### src/rtl/pwb_pkg.sv
// Shared definitions for the posted write buffer.
// Assumes: nothing beyond standard SystemVerilog.
package pwb_pkg;

    // Value of the tag bit that marks an address entry.
    localparam logic ENTRY_IS_ADDR = 1'b1;

    // Phases of the master-side replay sequencer.
    typedef enum logic [1:0] {
        RP_IDLE = 2'd0,
        RP_ADDR = 2'd1,
        RP_DATA = 2'd2
    } rp_state_e;

endpackage

### src/rtl/pwb_fifo.sv
// Single-clock buffer of tagged write entries with a show-ahead head.
// Assumes: DEPTH is a power of two; pointers carry one extra wrap bit.
// A push while full and a pop while empty are ignored.
module pwb_fifo #(
    parameter int EW    = 42,
    parameter int DEPTH = 8
) (
    input  logic          clk,
    input  logic          rst_n,
    input  logic          push,
    input  logic [EW-1:0] wdata,
    input  logic          pop,
    output logic [EW-1:0] rdata,
    output logic          full,
    output logic          empty
);
    localparam int AW = $clog2(DEPTH);

    logic [EW-1:0] mem [DEPTH];
    logic [AW:0]   wr_ptr;
    logic [AW:0]   rd_ptr;
    logic          do_push;
    logic          do_pop;

    assign full    = (wr_ptr[AW] != rd_ptr[AW]) && (wr_ptr[AW-1:0] == rd_ptr[AW-1:0]);
    assign empty   = (wr_ptr == rd_ptr);
    assign do_push = push && !full;
    assign do_pop  = pop && !empty;
    assign rdata   = mem[rd_ptr[AW-1:0]];

    // Store an accepted entry at the write slot.
    always_ff @(posedge clk) begin
        if (do_push) begin
            mem[wr_ptr[AW-1:0]] <= wdata;
        end
    end

    // Advance the pointers on accepted pushes and pops.
    always_ff @(posedge clk) begin
        if (!rst_n) begin
            wr_ptr <= '0;
            rd_ptr <= '0;
        end else begin
            if (do_push) wr_ptr <= wr_ptr + 1'b1;
            if (do_pop)  rd_ptr <= rd_ptr + 1'b1;
        end
    end

    // a full buffer stays full unless an entry leaves.
    p_full_hold_r8: assert property (@(posedge clk) disable iff (!rst_n)
        (full && !pop) |=> full);

    // a push while full does not move the write pointer.
    p_no_overflow_r8: assert property (@(posedge clk) disable iff (!rst_n)
        (full && push) |=> (wr_ptr == $past(wr_ptr)));

    // nothing leaves an empty buffer.
    p_no_underflow_r9: assert property (@(posedge clk) disable iff (!rst_n)
        (empty && pop) |=> (rd_ptr == $past(rd_ptr)));

endmodule

### src/rtl/pwb_replay.sv
// Master-side sequencer: pops the address entry, keeps a running beat
// address, presents data entries and re-runs the address phase after a
// target disconnect. A data entry is popped only when accepted.
// Assumes: bursts arrive well formed (address entry, then data entries,
// the final one flagged last).
module pwb_replay
    import pwb_pkg::*;
#(
    parameter int DW = 32,
    parameter int CW = 4
) (
    input  logic            clk,
    input  logic            rst_n,
    input  logic            head_valid,
    input  logic            head_tag,
    input  logic            head_last,
    input  logic [DW-1:0]   head_word,
    input  logic [CW-1:0]   head_cmd,
    input  logic [DW/8-1:0] head_be,
    output logic            pop,
    output logic            out_addr_valid,
    output logic [DW-1:0]   out_addr,
    output logic [CW-1:0]   out_cmd,
    output logic            out_data_valid,
    output logic [DW-1:0]   out_data,
    output logic [DW/8-1:0] out_be,
    output logic            out_last,
    input  logic            tgt_accept,
    input  logic            tgt_disconnect
);
    localparam logic [DW-1:0] STEP = DW'(DW / 8);

    rp_state_e     state;
    logic [DW-1:0] addr_cnt;
    logic [CW-1:0] cmd_q;

    assign out_addr_valid = (state == RP_ADDR);
    assign out_addr       = addr_cnt;
    assign out_cmd        = cmd_q;
    assign out_data_valid = (state == RP_DATA) && head_valid;
    assign out_data       = head_word;
    assign out_be         = head_be;
    assign out_last       = head_last;

    // Decide when the head entry leaves the buffer.
    always_comb begin
        pop = 1'b0;
        case (state)
            RP_IDLE: pop = head_valid && (head_tag == ENTRY_IS_ADDR);
            RP_DATA: pop = head_valid && tgt_accept;
            default: pop = 1'b0;
        endcase
    end

    // Sequence the address and data phases and keep the beat address.
    always_ff @(posedge clk) begin
        if (!rst_n) begin
            state    <= RP_IDLE;
            addr_cnt <= '0;
            cmd_q    <= '0;
        end else begin
            case (state)
                RP_IDLE: begin
                    if (pop) begin
                        addr_cnt <= head_word;
                        cmd_q    <= head_cmd;
                        state    <= RP_ADDR;
                    end
                end
                RP_ADDR: begin
                    if (tgt_accept) state <= RP_DATA;
                end
                RP_DATA: begin
                    if (head_valid) begin
                        if (tgt_accept) begin
                            addr_cnt <= addr_cnt + STEP;
                            if (head_last)           state <= RP_IDLE;
                            else if (tgt_disconnect) state <= RP_ADDR;
                        end else if (tgt_disconnect) begin
                            state <= RP_ADDR;
                        end
                    end
                end
                default: state <= RP_IDLE;
            endcase
        end
    end

    // the cycle after reset shows no phase.
    p_reset_quiet_r1: assert property (@(posedge clk)
        !rst_n |=> (!out_addr_valid && !out_data_valid));

    // an address phase holds its address until taken.
    p_addr_hold_r2: assert property (@(posedge clk) disable iff (!rst_n)
        (out_addr_valid && !tgt_accept) |=> (out_addr_valid && $stable(out_addr)));

    // an accepted non-last beat advances the address by one beat.
    p_advance_r4: assert property (@(posedge clk) disable iff (!rst_n)
        (out_data_valid && tgt_accept && !out_last) |=> (out_addr == $past(out_addr) + STEP));

    // a refused disconnect re-runs the address phase.
    p_disc_reissue_r5: assert property (@(posedge clk) disable iff (!rst_n)
        (out_data_valid && tgt_disconnect && !tgt_accept) |=> out_addr_valid);

    // the last beat accepted closes the burst without a new address phase.
    p_last_close_r7: assert property (@(posedge clk) disable iff (!rst_n)
        (out_data_valid && tgt_accept && out_last) |=> !out_addr_valid && !out_data_valid);

    // never an address phase and a data phase at once.
    p_excl_r10: assert property (@(posedge clk) disable iff (!rst_n)
        !(out_addr_valid && out_data_valid));

endmodule

### src/rtl/pwb_top.sv
// Posted write buffer: tagged entry storage plus a replay sequencer on
// the master side. Entry layout is {tag, last, cmd, be, word}.
// Assumes: single clock, DEPTH a power of two, DATA_W a multiple of 8.
module pwb_top #(
    parameter int DATA_W = 32,
    parameter int CMD_W  = 4,
    parameter int DEPTH  = 8
) (
    input  logic                clk,
    input  logic                rst_n,
    input  logic                in_valid,
    input  logic                in_tag,
    input  logic                in_last,
    input  logic [DATA_W-1:0]   in_word,
    input  logic [CMD_W-1:0]    in_cmd,
    input  logic [DATA_W/8-1:0] in_be,
    output logic                in_full,
    output logic                out_addr_valid,
    output logic [DATA_W-1:0]   out_addr,
    output logic [CMD_W-1:0]    out_cmd,
    output logic                out_data_valid,
    output logic [DATA_W-1:0]   out_data,
    output logic [DATA_W/8-1:0] out_be,
    output logic                out_last,
    input  logic                tgt_accept,
    input  logic                tgt_disconnect
);
    localparam int BEW = DATA_W / 8;
    localparam int EW  = 2 + CMD_W + BEW + DATA_W;

    logic [EW-1:0]     wr_entry;
    logic [EW-1:0]     rd_entry;
    logic              fifo_empty;
    logic              fifo_pop;
    logic              h_tag;
    logic              h_last;
    logic [CMD_W-1:0]  h_cmd;
    logic [BEW-1:0]    h_be;
    logic [DATA_W-1:0] h_word;

    assign wr_entry = {in_tag, in_last, in_cmd, in_be, in_word};
    assign {h_tag, h_last, h_cmd, h_be, h_word} = rd_entry;

    pwb_fifo #(.EW(EW), .DEPTH(DEPTH)) u_store (
        .clk   (clk),
        .rst_n (rst_n),
        .push  (in_valid),
        .wdata (wr_entry),
        .pop   (fifo_pop),
        .rdata (rd_entry),
        .full  (in_full),
        .empty (fifo_empty)
    );

    pwb_replay #(.DW(DATA_W), .CW(CMD_W)) u_replay (
        .clk            (clk),
        .rst_n          (rst_n),
        .head_valid     (!fifo_empty),
        .head_tag       (h_tag),
        .head_last      (h_last),
        .head_word      (h_word),
        .head_cmd       (h_cmd),
        .head_be        (h_be),
        .pop            (fifo_pop),
        .out_addr_valid (out_addr_valid),
        .out_addr       (out_addr),
        .out_cmd        (out_cmd),
        .out_data_valid (out_data_valid),
        .out_data       (out_data),
        .out_be         (out_be),
        .out_last       (out_last),
        .tgt_accept     (tgt_accept),
        .tgt_disconnect (tgt_disconnect)
    );

endmodule

### config.mk
export PLATFORM = sky130hd
export DESIGN_NAME = pwb_top
export DESIGN_NICKNAME = d
export VERILOG_FILES = /design/src/rtl/pwb_pkg.sv /design/src/rtl/pwb_fifo.sv /design/src/rtl/pwb_replay.sv /design/src/rtl/pwb_top.sv
export SDC_FILE = /design/constraint.sdc
export NUM_CORES = 1
export LEC_CHECK = 0
export ABC_AREA = 1
export BUFFER_PORTS_ARGS = -buffer_cell sky130_fd_sc_hd__buf_2
export CAP_MARGIN = 15
export CELL_PAD_IN_SITES_DETAIL_PLACEMENT = 0
export CELL_PAD_IN_SITES_GLOBAL_PLACEMENT = 2
export CORE_MARGIN = 1
export CORE_UTILIZATION = 40
export DETAILED_ROUTE_END_ITERATION = 8
export PLACE_DENSITY_LB_ADDON = 0.1
export SYNTH_ARGS = -nofsm -noshare
export SYNTH_HDL_FRONTEND = slang
export SYNTH_SLANG_ARGS = --single-unit
### constraint.sdc
create_clock -name clk -period 4.1 [get_ports clk]
set_input_delay 0 -clock clk [delete_from_list [all_inputs] [get_ports clk]]
set_output_delay 0 -clock clk [all_outputs]
set_load 0.03 [all_outputs]
Word-level counts from Yosys, hierarchy flattened
Memories as Yosys holds them, arrays and structs flattened. A register that Yosys moved wholly into a read port is not among the register bits.
Index checks and enable logic that the tools add are counted.
{ "classes": {"addsub": 3, "eq_ne": 9, "mux": 16, "reduce_logical": 13} }
{ "ops": {"columns": ["op", "count"], "rows": [
  ["32-bit 2-to-1 mux", 3],
  ["32-bit case mux with 2 select lines", 1],
  ["32-bit by 3-bit adder with 32-bit output, second input constant", 1],
  ["2-bit 2-to-1 mux", 6],
  ["4-bit by 1-bit adder with 4-bit output, second input constant", 2],
  ["1-bit logical AND", 6],
  ["3-bit 2-to-1 mux", 2],
  ["2-bit inequality test, second input constant", 3],
  ["2-bit case mux with 3 select lines", 1],
  ["4-bit == test", 1],
  ["4-bit AND reduction", 1],
  ["3-bit == test", 1],
  ["3-bit AND reduction", 1],
  ["2-bit by 1-bit == test with 1-bit output, second input constant", 1],
  ["2-bit == test, second input constant", 1],
  ["1-bit logical NOT", 2],
  ["2-bit logical NOT", 1],
  ["1-bit 2-to-1 mux", 2],
  ["2-bit by 1-bit inequality test with 1-bit output, second input constant", 1],
  ["1-bit case mux with 2 select lines", 1],
  ["2-bit AND reduction", 1],
  ["2-bit nonzero test", 1],
  ["1-bit inequality test", 1]
]} }
{ "word_totals": {"regBits": 46, "ramBits": 336, "input_bits": 47, "out_inout_bits": 76, "mem_count": 1} }
{ "mem_list": {"columns": ["name", "depth", "width", "rd", "rd_ports_with_merged_regs", "write_ports", "line_no", "source"], "rows": [
  ["u_store.mem", 8, 42, 1, 1, 1, "pwb_fifo.sv:19", "logic [EW-1:0] mem [DEPTH];"]
]} }

Logic depth before layout (Yosys ltp)
Gate-level depths: netlist of run 1.
{ "depth": {"word_depth": 7, "mapped_depth": 13, "mapped_depth_nobuf": 12} }

Cells and area by module
From an unflattened synthesis of run 1, not the netlist that was laid out.
{ "unflattened": {"hier_cells": 1420, "area_unflattened_um2": 16452.0} }
{ "modules_own_cells": {"columns": ["mod", "n_inst", "cells_per_inst", "area_each_um2", "seq_area_each_um2"], "rows": [
  ["pwb_fifo", 1, 951, 13633.1, 10309.9],
  ["pwb_replay", 1, 468, 2815.2, 760.7],
  ["pwb_top", 1, 1, 3.8, 0.0]
]} }

Worst setup path before layout of run 1
Ideal clock, no wire load.
{ "synth_timing": {"path_kind": "flip-flop to flip-flop", "from": "reg u_store.wr_ptr[2]", "to": "mem u_store.mem[0][0] (enable)", "setup_time_ps": 441, "t_arrival_ps": 2884, "t_required_ps": 3659, "slack_ps": 775, "stages_incl_launch_ff": 10, "n_path_buf": 0, "cell_sequence": "dfxtp_1 inv_2 nand2_1 nand2_1 nand2_1 nor2_1 nand2_1 nand2_1 or2_2 nor2_1"} }
{ "synth_between": {"elab_chain_len": 6} }
{ "synth_rtl": {"columns": ["item", "line_no", "source"], "rows": [
  ["start, declared", "pwb_fifo.sv:20", "logic [AW:0] wr_ptr;"],
  ["start signal, assigned", "pwb_fifo.sv:44", "if (do_push) wr_ptr <= wr_ptr + 1'b1;"],
  ["3-bit == test", "pwb_fifo.sv:25", "assign full = (wr_ptr[AW] != rd_ptr[AW]) && (wr_ptr[AW-1:0] == rd_ptr[AW-1:0]);"],
  ["1-bit logical AND", "pwb_fifo.sv:25", null],
  ["1-bit logical NOT", "pwb_fifo.sv:27", "assign do_push = push && !full;"],
  ["1-bit logical AND", "pwb_fifo.sv:27", null],
  ["1-bit 2-to-1 mux", "pwb_fifo.sv:33", "if (do_push) begin"],
  ["1-bit 2-to-1 mux (not written as such)", "pwb_fifo.sv:34", "mem[wr_ptr[AW-1:0]] <= wdata;"],
  ["end, declared", "pwb_fifo.sv:19", null]
]} }
Parallel ways exist; a longest one is shown, timed or not.

==> results of run 1 <==
-- cells by family (layout without fill, tap and decap cells) --
group | Yosys count | count (layout) | synth area share
fa+ha+maj | 3 | 3 | 0.00228
xor+xnor | 10 | 10 | 0.00531
compound gates | 303 | 303 | 0.0985
simple gates | 668 | 668 | 0.161
buf+inv | 185 | 334 | 0.0618
flops | 385 | 385 | 0.671
-- synthesized netlist by cell type --
| cell type | number |
|---|---|
| ha_1 | 3 |
| xor2_1 | 4 |
| o21bai_1 | 1 |
| o22ai_1 | 42 |
| buf_4 | 47 |
| inv_4 | 2 |
| edfxtp_1 | 336 |
| dfxtp_1 | 49 |
| nor3_2 | 1 |
| nand3_1 | 55 |
| o21ai_1 | 28 |
| o21ai_0 | 182 |
| o211ai_1 | 10 |
| nor2_1 | 333 |
| inv_1 | 62 |
| clkbuf_1 | 21 |
| and3_1 | 1 |
| inv_2 | 3 |
| buf_2 | 31 |
| xnor2_1 | 6 |
| buf_6 | 14 |
| a21oi_1 | 26 |
| nand2_1 | 252 |
| a31oi_1 | 5 |
| nand2_4 | 1 |
| or2_2 | 6 |
| nand3b_1 | 3 |
| o21a_1 | 9 |
| nor2_4 | 1 |
| nor2_2 | 3 |
| buf_1 | 5 |
| nor3_1 | 8 |
| nand4_1 | 4 |
-- worst max-delay path, delay by kind of cell, from the launching register on --
| kind | cells | cell delay, ps |
|---|---|---|
| and+or+nand+nor | 8 | 770 |
| buffers and inverters | 4 | 2090 |
| DFF | 1 | 470 |
-- per-stage QoR --
step	instances	util
detailed placement	2110	0.424
finish	2235	0.468
global placement	2110	0.424
global route	2235	0.468
floorplan	1554	-
CTS	2235	0.468
-- power breakdown --
group / switching, W / internal (W) / total [W]
Sequential: 0.000273 / 0.00450 / 0.00477
Clock: 0.00156 / 0.00211 / 0.00367
Combinational: 0.00295 / 0.00111 / 0.00406
Total: 0.00478 / 0.00773 / 0.0125
-- layer usage --
metal	wire length (µm)	up-vias	track usage
met1	19900	5469	0.283
met2	21600	211	0.361
li1	-	5559	-
met4	1200	0	0.0720
met3	1620	65	0.0294
met5	0	-	0
-- path summary, 6_finish.rpt --
kind,to,startpoint,slack [ps],cells past startpoint
max reg2reg,u_replay.state[0]$_SDFFE_PN0P_,register,670,12
max,u_replay.state[0]$_SDFFE_PN0P_,register,670,12
min,u_store.mem[2][32]$_DFFE_PP_,in_be[0],240,2
min reg2reg,u_replay.out_addr[0]$_SDFFE_PN0P_,u_replay.out_addr[0]$_SDFFE_PN0P_,490,2
-- state kept, by name (all words and copies together), names as in the netlist, named ones only --
name and count:
u_replay.out_addr 32, u_replay.out_cmd 4, u_replay.state 2, u_store.mem 336, u_store.rd_ptr 4, u_store.wr_ptr 4
-- cell type report --
| type | count | area, µm² |
|---|---|---|
| sequential | 385 | 11100 |
| multi-input combinational | 984 | 4470 |
| timing repair buffer | 191 | 1290 |
| fill | 3863 | 21700 |
| tap | 532 | 666 |
| clock buffer | 50 | 1100 |
| clock inverter | 26 | 214 |
| inverter | 67 | 256 |
==> summary.md, run 1 <==
| Metric | Value |
|---|---|
| Number of gates given a new drive strength after cts | `0` |
| Post-synthesis sequential element count | `385` |
| RSZ-0062 raised after global routing | `false` |
| Start-to-end type of the worst setup path | `register to register` |
| Final Cycle Share | `0.835` |
| Area of the mapped netlist | `~16,000 µm²` |
| Setup clock skew after layout | `roughly 18 ps` |
| Maximum number of pins on one net before global-route repair | `138` |
| Number of port buffers | `between 100 and 150` |
| Count of unique library cells instantiated by Yosys | `33` |
| Shortest clock period the worst path allows after layout | `3430 ps` |
| Initial cell density of the core | `0.405` |
| Leakage power total | `between 6 and 7 nW` |
| Routability cong. | `0.814` |
| Worst supply voltage drop on vdd | `roughly 0.37 mV` |
| Min-delay worst type | `input port to register` |
| Max Freq | `0.292 GHz` |
| Commonest non-fill, non-tap cells in the layout | `edfxtp_1 (336), nor2_1 (324), nand2_1 (252)` |
| Via count of the first global-routing pass | `11,000` |
| Count of mapped cells out of synthesis | `1,554` |
| Detailed Route Iter0 Violations | `roughly 780` |
| Leading cell type in the layout, fill and taps excluded | `edfxtp_1` |
| Sequential cell area fraction in the yosys report | `0.671` |
| ANT cells | `0` |
| Clock transition time at the flip-flop clock pins of the worst setup and hold paths | `about 60 ps` |
| Type of element launching the critical path | `register` |
| CP most frequent cell | `nand3_1` |
| Final total negative setup slack | `0 ps` |
| Final setup viols | `0` |
| Slew at the pin with the worst max-slew slack | `between 800 and 900 ps` |
| CTS hold repair buffers | `a little under 50` |
| Required arrival time at the worst endpoint | `~4600 ps` |
| Total clock buffers created by CTS | `42` |
| Post-CTS repair timing setup buffer count | `0` |
| Design Area, Final | `~19,000 µm²` |
| Maximum level of the CTS H-tree | `2` |
| Remaining design rule violation count | `0` |
| WL/cell | `between 15 and 20 µm` |
| Number of iterations in the first detailed-routing pass | `4` |
| Count of nets left with antenna violations after detail routing | `0` |
| Yosys top cell area share | `0.612` |
| Final-report hold violation count | `0` |
| Outcome | `complete, no violations` |
| DP Area | `around 17,000 µm²` |
| Cell type with the largest total area after synthesis | `edfxtp_1` |
| Skew-Pair Late Insertion Delay | `between 500 and 600 ps` |
| Fin. max-slew vios | `0` |
| Vias per Instance | `~5.1` |
| Routed WL | `around 44,000 µm` |
| Worst slack, placed | `approximately 1300 ps` |
| Wire length of the first global-routing pass | `66,700 µm` |
| IO Count | `between 100 and 150` |
| TritonCTS sink count | `~390` |
| Area Growth Syn to Fin | `15.6%` |
| Root buf cell | `clkbuf_16` |
| Clock tree from TritonCTS | `yes` |
| Number of cell rows | `74` |
| Die ar. | `roughly 42,000 µm²` |
| Net count of the mapped netlist | `1,604` |
| Core ar. | `between 40,000 and 50,000 µm²` |
| Pwr per Cell Area | `roughly 660 nW/µm²` |
| Maximum clock path buffer count | `3` |
| Critical Path Slowest Stage Cell | `buf_4` |
| Grt total ovfl | `0` |
| Average instance area after synthesis | `10.6 µm²` |
| DP HPWL | `approximately 26,000 µm` |
| Critical Path End Type | `register` |
| Vias after detailed routing | `approximately 11,000` |
| Final Net Count | `1,721` |
| Cells along the critical path | `inv_4 -> buf_4 -> nand2_1 -> nand3_1 -> nand3_1 -> nand3_1 -> nand3_1 -> dlygate4sd3_1 -> nand2_1 -> nor2_1 -> dlygate4sd3_1 -> nor2_1` |
| Die Span X | `a little over 200 µm` |
| Number of max-capacitance violations reported | `0` |
| Overall Power | `about 0.013 W` |
| Fin worst setup slack | `a little under 700 ps` |
| Chip height | `just over 200 µm` |
| Proportion of layout cells with a drive suffix above 1 | `0.136` |
| Crit path DAT | `slightly below 4000 ps` |
| Initial antenna violation count | `0` |
| GRT Total Usage | `0.214` |
| Largest driver fanout on the critical path | `65` |
| Final hold slack | `around 240 ps` |
| Ranking of synthesized cells by area | `edfxtp_1 (61%), nor2_1 (7.6%), dfxtp_1 (5.9%)` |
| Ys Warns | `0` |
| Relative slew slack | `0.431` |
| Delay contributed by the slowest stage of the critical path | `roughly 630 ps` |
Note: power is estimated with default switching activity, not from simulation.
==> run 2: changes to the inputs <==
--- a/config.mk
+++ b/config.mk
@@ -5,13 +5,13 @@
 export SDC_FILE = /design/constraint.sdc
 export NUM_CORES = 1
 export LEC_CHECK = 0
-export ABC_AREA = 1
+export ABC_AREA = 0
 export BUFFER_PORTS_ARGS = -buffer_cell sky130_fd_sc_hd__buf_2
 export CAP_MARGIN = 15
 export CELL_PAD_IN_SITES_DETAIL_PLACEMENT = 0
 export CELL_PAD_IN_SITES_GLOBAL_PLACEMENT = 2
 export CORE_MARGIN = 1
-export CORE_UTILIZATION = 40
+export CORE_UTILIZATION = 45
 export DETAILED_ROUTE_END_ITERATION = 8
 export PLACE_DENSITY_LB_ADDON = 0.1
 export SYNTH_ARGS = -nofsm -noshare
==> constraint.sdc (replaced) <==
create_clock -name clk -period 3.37 [get_ports clk]
set_input_delay 0 -clock clk [delete_from_list [all_inputs] [get_ports clk]]
set_output_delay 0 -clock clk [all_outputs]
set_load 0.03 [all_outputs]
==> run 2 against run 1 <==
Power increased by 12%. Sequential cell count did not move. Non-clock buffer count up 24. Clock-buffer cell count increased by 10. Critical path type is now register to primary output. Largest cell class unchanged. Largest power group unchanged.
==> summary.md, run 2 <==
| Metric | Value |
|---|---|
| IO Count | `123 (unchanged)` |
| Ranking of synthesized cells by area | `edfxtp_1 (63%), mux4_2 (7.7%), dfxtp_1 (6.1%) (was edfxtp_1 (61%), nor2_1 (7.6%), dfxtp_1 (5.9%))` |
| Outcome | `complete, no violations (unchanged)` |
| Area Growth Syn to Fin | `17.7% (was 15.6%)` |
| Final setup viols | `0 (unchanged)` |
| Shortest clock period the worst path allows after layout | `approximately 2900 ps` |
| Internal power component | `0.00954 W (was 0.00773 W)` |
| Post-synthesis sequential element count | `385 (unchanged)` |
| Vias per Instance | `5.68 (was 5.06)` |
| Slew at the pin with the worst max-slew slack | `819 ps (was 847 ps)` |
| Total clock buffers created by CTS | `42 (unchanged)` |
| Average instance area after synthesis | `16.7 µm² (was 10.6 µm²)` |
| Pwr per Cell Area | `743 nW/µm² (was 656 nW/µm²)` |
| Leading cell type in the layout, fill and taps excluded | `edfxtp_1 (unchanged)` |
| Start-to-end type of the worst setup path | `register to primary output (was register to register)` |
| Initial antenna violation count | `1 (was 0)` |
| Critical Path End Type | `primary output (was register)` |
| RSZ-0062 raised after global routing | `false (unchanged)` |
| Endpoint of the worst-slack reg-to-reg timing path | `u_replay.state[1]$_SDFFE_PN0P_ (was u_replay.state[0]$_SDFFE_PN0P_)` |
| Synth Flop Type | `edfxtp_1 (unchanged)` |
| Fraction of synthesized area in multiplexers | `0.133 (was 0)` |
| Post-synthesis xor/xnor area fraction | `0.00490 (was 0.00531)` |
| Overall Power | `0.0141 W (was 0.0125 W)` |
| TritonCTS sink count | `385 (unchanged)` |
| Maximum level of the CTS H-tree | `2 (unchanged)` |
| Initial cell density of the core | `0.461 (was 0.405)` |
| Synth Area in Compound Gates | `0.0757 (was 0.0985)` |
| Routed WL | `38,600 µm (was 44,400 µm)` |
| Most repeated cell in the gate-level netlist after synthesis | `edfxtp_1 (unchanged)` |
| Crit path DAT | `2910 ps (was 3930 ps)` |
| Die ar. | `36,500 µm² (was 42,100 µm²)` |
| DP HPWL | `24,300 µm (was 26,300 µm)` |
| Part of the total power dissipated in sequential elements | `0.413 (was 0.382)` |
| Number of cell instances on the worst register-to-register path | `6 (was 12)` |
| Cell type with the largest total area after synthesis | `edfxtp_1 (unchanged)` |
| Number of fillers in the final layout | `2,859 (was 3,863)` |
| Switch share | `0.322 (was 0.382)` |
| GRT Total Usage | `0.215 (was 0.214)` |
| Remaining design rule violation count | `0 (unchanged)` |
| Wire length of the first global-routing pass | `57,800 µm (was 66,700 µm)` |
| Number of port buffers | `122 (unchanged)` |
| Required arrival time at the worst endpoint | `3370 ps (was 4600 ps)` |
| Hold path startpoint | `in_valid (was in_be[0])` |
| Fin. max-slew vios | `0 (unchanged)` |
| Chip height | `191 µm (was 205 µm)` |
| Core ar. | `34,900 µm² (was 40,700 µm²)` |
| Area of the mapped netlist | `16,100 µm² (was 16,500 µm²)` |
| Post-CTS repair timing setup buffer count | `0 (unchanged)` |
| Vias after detailed routing | `9,191 (was 11,300)` |
| Area share of fa/ha/maj cells after synthesis | `0.00233 (was 0.00228)` |
| Number of iterations in the first detailed-routing pass | `5 (was 4)` |
| Commonest non-fill, non-tap cells in the layout | `edfxtp_1 (336), buf_2 (122), mux2i_1 (68) (was edfxtp_1 (336), nor2_1 (324), nand2_1 (252))` |
| Leakage power total | `6.41 nW (was 6.96 nW)` |
| Proportion of layout cells with a drive suffix above 1 | `0.285 (was 0.136)` |
| Worst setup path endpoint | `out_data[13] (was u_replay.state[0]$_SDFFE_PN0P_)` |
| Net count of the mapped netlist | `1,012 (was 1,604)` |
| Yosys top cell area share | `0.627 (was 0.612)` |
| Number of cell rows | `68 (was 74)` |
| Main combinational cell family by area after synthesis | `multiplexers (was simple AND/OR/NAND/NOR gates)` |
| Skew-Pair Late Insertion Delay | `540 ps (was 570 ps)` |
| Via count of the first global-routing pass | `9,257 (was 11,000)` |
| WL/cell | `23.8 µm (was 19.8 µm)` |
| Min-delay worst type | `input port to register (unchanged)` |
| Reg-to-reg setup timing slack | `700 ps (was 670 ps)` |
| Ys Warns | `0 (unchanged)` |
| Share of synthesized cell area in and, or, nand and nor gates | `0.0549 (was 0.161)` |
| Clock transition time at the flip-flop clock pins of the worst setup and hold paths | `60 ps (about the same)` |
| Die Span X | `191 µm (was 205 µm)` |
| Count of flip-flops with a built-in enable after synthesis | `336 (unchanged)` |
| CTS hold repair buffers | `46 (was 49)` |
| Clock network fraction of design power | `0.309 (was 0.293)` |
| Type of element launching the critical path | `register (unchanged)` |
| Total net switching power | `0.00452 W (was 0.00478 W)` |
| DP Area | `17,200 µm² (was 17,300 µm²)` |
| Worst supply voltage drop on vdd | `0.470 mV (was 0.370 mV)` |
| Final Net Count | `1,180 (was 1,721)` |
| Root buf cell | `clkbuf_16 (unchanged)` |
| Cell types with the highest counts after synthesis | `edfxtp_1 (336), mux2i_1 (68), mux4_2 (55), dfxtp_1 (49) (was edfxtp_1 (336), nor2_1 (333), nand2_1 (252), o21ai_0 (182), inv_1 (62))` |
| Largest driver fanout on the critical path | `50 (was 65)` |
| Clock tree from TritonCTS | `yes (unchanged)` |
| Count of nets left with antenna violations after detail routing | `0 (unchanged)` |
| Combinational share of power | `0.278 (was 0.325)` |
| Sequential cell area fraction in the yosys report | `0.689 (was 0.671)` |
| Number of gates given a new drive strength after cts | `0 (unchanged)` |
| Final-report hold violation count | `0 (unchanged)` |
| Grt total ovfl | `0 (unchanged)` |
| Design Area, Final | `18,900 µm² (was 19,100 µm²)` |
| Count of mapped cells out of synthesis | `962 (was 1,554)` |
| Fraction of registers with async set/reset | `0 (unchanged)` |
| Count of unique library cells instantiated by Yosys | `70 (was 33)` |
| Relative slew slack | `0.450 (was 0.431)` |
| Final Cycle Share | `0.862` |
| Maximum clock path buffer count | `3 (unchanged)` |
| Number of max-capacitance violations reported | `0 (unchanged)` |
| Detailed Route Iter0 Violations | `557 (was 783)` |
| Routability cong. | `0.779 (was 0.814)` |
| Largest register FFs | `336 (unchanged)` |
| Setup clock skew after layout | `13.5 ps (was 18.5 ps)` |
| Max Freq | `0.344 GHz` |
| Maximum number of pins on one net before global-route repair | `51 (was 138)` |
[run 2: power by group through the flow]
stage	sequential [W]	clock (W)	combinational (W)
6_report	0.00581	0.00434	0.00391
5_1_grt	0.00585	0.00461	0.00419
4_1_cts	0.00581	0.00443	0.00395
3_5_place_dp	0.00591	0	0.00389
3_3_place_gp	0.00590	0	0.00390
2_1_floorplan	0.00606	0	0.00280
[run 2: kinds of logic (layout without fill, tap and decap cells)]
logic type / after synthesis / in the layout
other: 0 / 1
adders and majority gates: 3 / 3
DFF: 385 / 385
AOI/OAI and AO/OA: 156 / 156
muxes: 142 / 142
and+or+nand+nor: 166 / 166
buffers and inverters: 101 / 302
xor gates and xnor gates: 9 / 9
[run 2: how the worst min path moves through the flow]
| stage | end | depth (start not counted) | slack, ps |
|---|---|---|---|
| 3_3_place_gp | u_store.mem[6][15]$_DFFE_PP_ | 1 | 270 |
| 3_5_place_dp | u_store.mem[6][17]$_DFFE_PP_ | 1 | 270 |
| 6_report | u_store.wr_ptr[0]$_SDFFE_PN0P_ | 6 | 90 |
| 2_1_floorplan | u_store.mem[0][0]$_DFFE_PP_ | 0 | 100 |
| 4_1_cts | u_store.wr_ptr[0]$_SDFFE_PN0P_ | 6 | 70 |
| 5_1_grt | u_store.wr_ptr[0]$_SDFFE_PN0P_ | 6 | 100 |
[run 2: stage by stage]
stage                util  worst slack, ps  instances  setup TNS (ps)  hold WS (ps)
floorplan               -             -107        962          -13430          98.9
global placement    0.492              737       1495               0           267
detailed placement  0.492              718       1495               0           271
CTS                 0.542              419       1618               0          65.4
global route        0.543              403       1619               0          99.9
finish              0.543              465       1619               0          92.1
[run 2: per-layer routing]
metal | up-vias | GRT usage | share of wire
met4 | 0 | 0.0628 | 0.022
met3 | 55 | 0.0321 | 0.048
met1 | 4695 | 0.321 | 0.48
met2 | 244 | 0.327 | 0.46
met5 | - | 0 | 0
li1 | 4197 | - | -
[run 2: cell type report]
class,instances,area [µm²],share of cell area
inverter,10,37.5,0.00198
clock buffer,60,1200,0.0634
antenna,1,2.50,0.000132
timing repair buffer,215,1500,0.0792
multi-input combinational,476,4430,0.234
sequential,385,11100,0.585
tap,455,569,0.0301
clock inverter,17,111,0.00588
[run 2: critical path, stage by stage, from the launching register on]
cell and delay (ps):
dfxtp_4 560, buf_12 390, mux2i_1 140, a22o_1 280, a221oi_1 620, buf_2 330
==> run 3: changes to the inputs <==
--- a/config.mk
+++ b/config.mk
@@ -6,13 +6,13 @@
 export NUM_CORES = 1
 export LEC_CHECK = 0
 export ABC_AREA = 0
-export BUFFER_PORTS_ARGS = -buffer_cell sky130_fd_sc_hd__buf_2
 export CAP_MARGIN = 15
 export CELL_PAD_IN_SITES_DETAIL_PLACEMENT = 0
 export CELL_PAD_IN_SITES_GLOBAL_PLACEMENT = 2
-export CORE_MARGIN = 1
-export CORE_UTILIZATION = 45
+export CORE_MARGIN = 1.5
+export CORE_UTILIZATION = 47
 export DETAILED_ROUTE_END_ITERATION = 8
+export DONT_BUFFER_PORTS = 1
 export PLACE_DENSITY_LB_ADDON = 0.1
 export SYNTH_ARGS = -nofsm -noshare
 export SYNTH_HDL_FRONTEND = slang
==> run 3 against run 2 <==
Fmax increased by 0.89%. Non-clock buffer count is 105 lower. Setup slack improved by 26 ps. Combinational power is 13% lower. Clock skew fell by 2.7 ps. Sequential cell count stayed put. Power about the same. Clock power is 4.8% higher. Final cell count is 6.9% lower. Largest cell class unchanged.
==> summary.md, run 3 (same netlist as run 2, synthesis figures left out) <==
| Metric | Value |
|---|---|
| Outcome | `complete, no violations (unchanged)` |
| Grt total ovfl | `0 (unchanged)` |
| Area of the multi-input gates | `4430 µm² (about the same)` |
| Post-CTS repair timing setup buffer count | `0 (unchanged)` |
| Final Net Count | `1,074 (was 1,180)` |
| Number of cells in the design after placement | `1,381 (was 1,495)` |
| Vias after detailed routing | `8,956 (was 9,191)` |
| Final setup viols | `0 (unchanged)` |
| RSZ-0062 raised after global routing | `false (unchanged)` |
| Cells along the critical path | `xnor2_1 -> a41o_4 -> or2_1 -> buf_4 -> o31a_1 -> o21a_1 -> dlygate4sd3_1 (was buf_12 -> mux2i_1 -> a22o_1 -> a221oi_1 -> buf_2)` |
| Maximum level of the CTS H-tree | `2 (unchanged)` |
| Leading cell type in the layout, fill and taps excluded | `edfxtp_1 (unchanged)` |
| Final Cycle Share | `0.854 (was 0.862)` |
| DP HPWL | `24,400 µm (was 24,300 µm)` |
| Maximum number of pins on one net before global-route repair | `42 (was 51)` |
| Clock network fraction of design power | `0.324 (was 0.309)` |
| Routed WL | `38,800 µm (was 38,600 µm)` |
| Total clock buffers created by CTS | `41 (was 42)` |
| Proportion of layout cells with a drive suffix above 1 | `0.221 (was 0.285)` |
| Chip height | `188 µm (was 191 µm)` |
| Final-report hold violation count | `0 (unchanged)` |
| Count of nets left with antenna violations after detail routing | `0 (unchanged)` |
| Initial antenna violation count | `3 (was 1)` |
| Worst slack, placed | `693 ps (was 718 ps)` |
| Die ar. | `35,300 µm² (was 36,500 µm²)` |
| Max Freq | `0.347 GHz (was 0.344 GHz)` |
| Post-layout instance count excluding filler cells | `1,508 (was 1,619)` |
| Internal power component | `0.00954 W (about the same)` |
| Commonest non-fill, non-tap cells in the layout | `edfxtp_1 (336), mux2i_1 (68), mux4_2 (55), buf_4 (55) (was edfxtp_1 (336), buf_2 (122), mux2i_1 (68))` |
| Fin. max-slew vios | `0 (unchanged)` |
| Via count of the first global-routing pass | `9,234 (was 9,257)` |
| Number of gates given a new drive strength after cts | `0 (unchanged)` |
| Number of cell rows | `67 (was 68)` |
| Start-to-end type of the worst setup path | `register to register (was register to primary output)` |
| Routability cong. | `0.771 (was 0.779)` |
| Remaining design rule violation count | `0 (unchanged)` |
| Leakage power total | `6.01 nW (was 6.41 nW)` |
| Clock tree from TritonCTS | `yes (unchanged)` |
| Delay contributed by the slowest stage of the critical path | `720 ps (was 620 ps)` |
| Reg-to-reg setup timing slack | `490 ps (was 700 ps)` |
| Number of max-capacitance violations reported | `0 (unchanged)` |
| Wire length of the first global-routing pass | `58,600 µm (was 57,800 µm)` |
| Number of iterations in the first detailed-routing pass | `6 (was 5)` |
| Setup clock skew after layout | `10.9 ps (was 13.5 ps)` |
| Part of the total power dissipated in sequential elements | `0.435 (was 0.413)` |
| Root buf cell | `clkbuf_16 (unchanged)` |
| Relative slew slack | `0.421 (was 0.450)` |
| Initial cell density of the core | `0.478 (was 0.461)` |
| TritonCTS sink count | `385 (unchanged)` |
| GRT Total Usage | `0.222 (was 0.215)` |
| Worst supply voltage drop on vdd | `0.458 mV (was 0.470 mV)` |
| Pwr per Cell Area | `758 nW/µm² (was 743 nW/µm²)` |
| Maximum clock path buffer count | `3 (unchanged)` |
| Min-delay worst type | `input port to register (unchanged)` |
| Skew-Pair Late Insertion Delay | `540 ps (about the same)` |
| Total net switching power | `0.00452 W (about the same)` |
| Shortest clock period the worst path allows after layout | `2880 ps (was 2910 ps)` |
| Switch share | `0.322 (about the same)` |
| Core ar. | `33,600 µm² (was 34,900 µm²)` |
| Largest driver fanout on the critical path | `20 (was 50)` |
| Vias per Instance | `5.94 (was 5.68)` |
| Detailed Route Iter0 Violations | `644 (was 557)` |
| Overall Power | `0.0141 W (about the same)` |
| Combinational share of power | `0.242 (was 0.278)` |
| CTS hold repair buffers | `48 (was 46)` |
| Largest register FFs | `336 (unchanged)` |
| Area Growth Syn to Fin | `15.3% (was 17.7%)` |
| Number of fillers in the final layout | `2,631 (was 2,859)` |
| WL/cell | `25.7 µm (was 23.8 µm)` |
| Clock transition time at the flip-flop clock pins of the worst setup and hold paths | `60 ps (about the same)` |
| Worst Hold Path Cells | `5 (was 6)` |
| Crit path DAT | `3300 ps (was 2910 ps)` |
| FF/Latch Area | `11,100 µm² (about the same)` |
| Required arrival time at the worst endpoint | `3790 ps (was 3370 ps)` |
| Critical Path End Type | `register (was primary output)` |
| Number of cell instances on the worst register-to-register path | `7 (was 6)` |
| Slew at the pin with the worst max-slew slack | `867 ps (was 819 ps)` |
| Number of port buffers | `0 (was 122)` |
| Critical Path Slowest Stage Cell | `dfxtp_1 (was a221oi_1)` |
| Die Span X | `188 µm (was 191 µm)` |
| IO Count | `123 (unchanged)` |
| Type of element launching the critical path | `register (unchanged)` |
| Fin worst setup slack | `491 ps (was 465 ps)` |
-- run 3: cell types whose count changed in the layout (fill, tap and decap cells not counted), moves of 3 or more --
| cell | delta |
|---|---|
| buf_2 | -122 |
| buf_4 | +14 |
| clkbuf_1 | -7 |
| bufinv_16 | +3 |
| clkinv_2 | +3 |
-- run 3: final timing paths --
path,start,endpoint
worst max register to register,u_store.wr_ptr[1]$_SDFFE_PN0P_,u_replay.out_addr[10]$_SDFFE_PN0P_
worst max-delay path,u_store.wr_ptr[1]$_SDFFE_PN0P_,u_replay.out_addr[10]$_SDFFE_PN0P_
worst min register to register,u_store.rd_ptr[3]$_SDFFE_PN0P_,u_store.rd_ptr[3]$_SDFFE_PN0P_
worst min-delay path,in_valid,u_store.wr_ptr[0]$_SDFFE_PN0P_
-- run 3: critical path, delay by kind of cell (launching register included) --
family	cells	cell delay [ps]
AOI/OAI and AO/OA	3	790
buffers and inverters	2	770
xor gates and xnor gates	1	230
DFF	1	720
and+or+nand+nor	1	250
-- run 3: stage by stage --
step	setup TNS (ps)	utilization	cell area [µm²]	hold WS [ps]
floorplan	-13430	-	16100	98.9
global placement	0	0.496	16700	99.2
detailed placement	0	0.496	16700	99.1
CTS	0	0.551	18500	3.33
global route	0	0.552	18500	61.2
finish	0	0.552	18500	38.1
-- run 3: cell type report --
cell class / count / area share
inverters: 10 / 0.00202
well taps: 448 / 0.0302
multi-input cells: 476 / 0.239
repair buffers: 110 / 0.0563
flip-flops and latches: 385 / 0.597
clock buffers: 51 / 0.0612
diodes: 3 / 0.000405
clock inverters: 25 / 0.0138
-- run 3: power groups by stage --
stage | Sequential, W | Clock [W] | Combinational, W
2_1_floorplan | 0.00606 | 0 | 0.00280
3_3_place_gp | 0.00620 | 0 | 0.00326
3_5_place_dp | 0.00622 | 0 | 0.00330
4_1_cts | 0.00612 | 0.00463 | 0.00343
5_1_grt | 0.00615 | 0.00483 | 0.00364
6_report | 0.00611 | 0.00455 | 0.00340
-- run 3: per-layer routing --
layer  GRT usage  wire [µm]
met3      0.0545       2650
met4      0.0542        703
met2       0.362      18600
met1       0.300      16900
met5           0          0
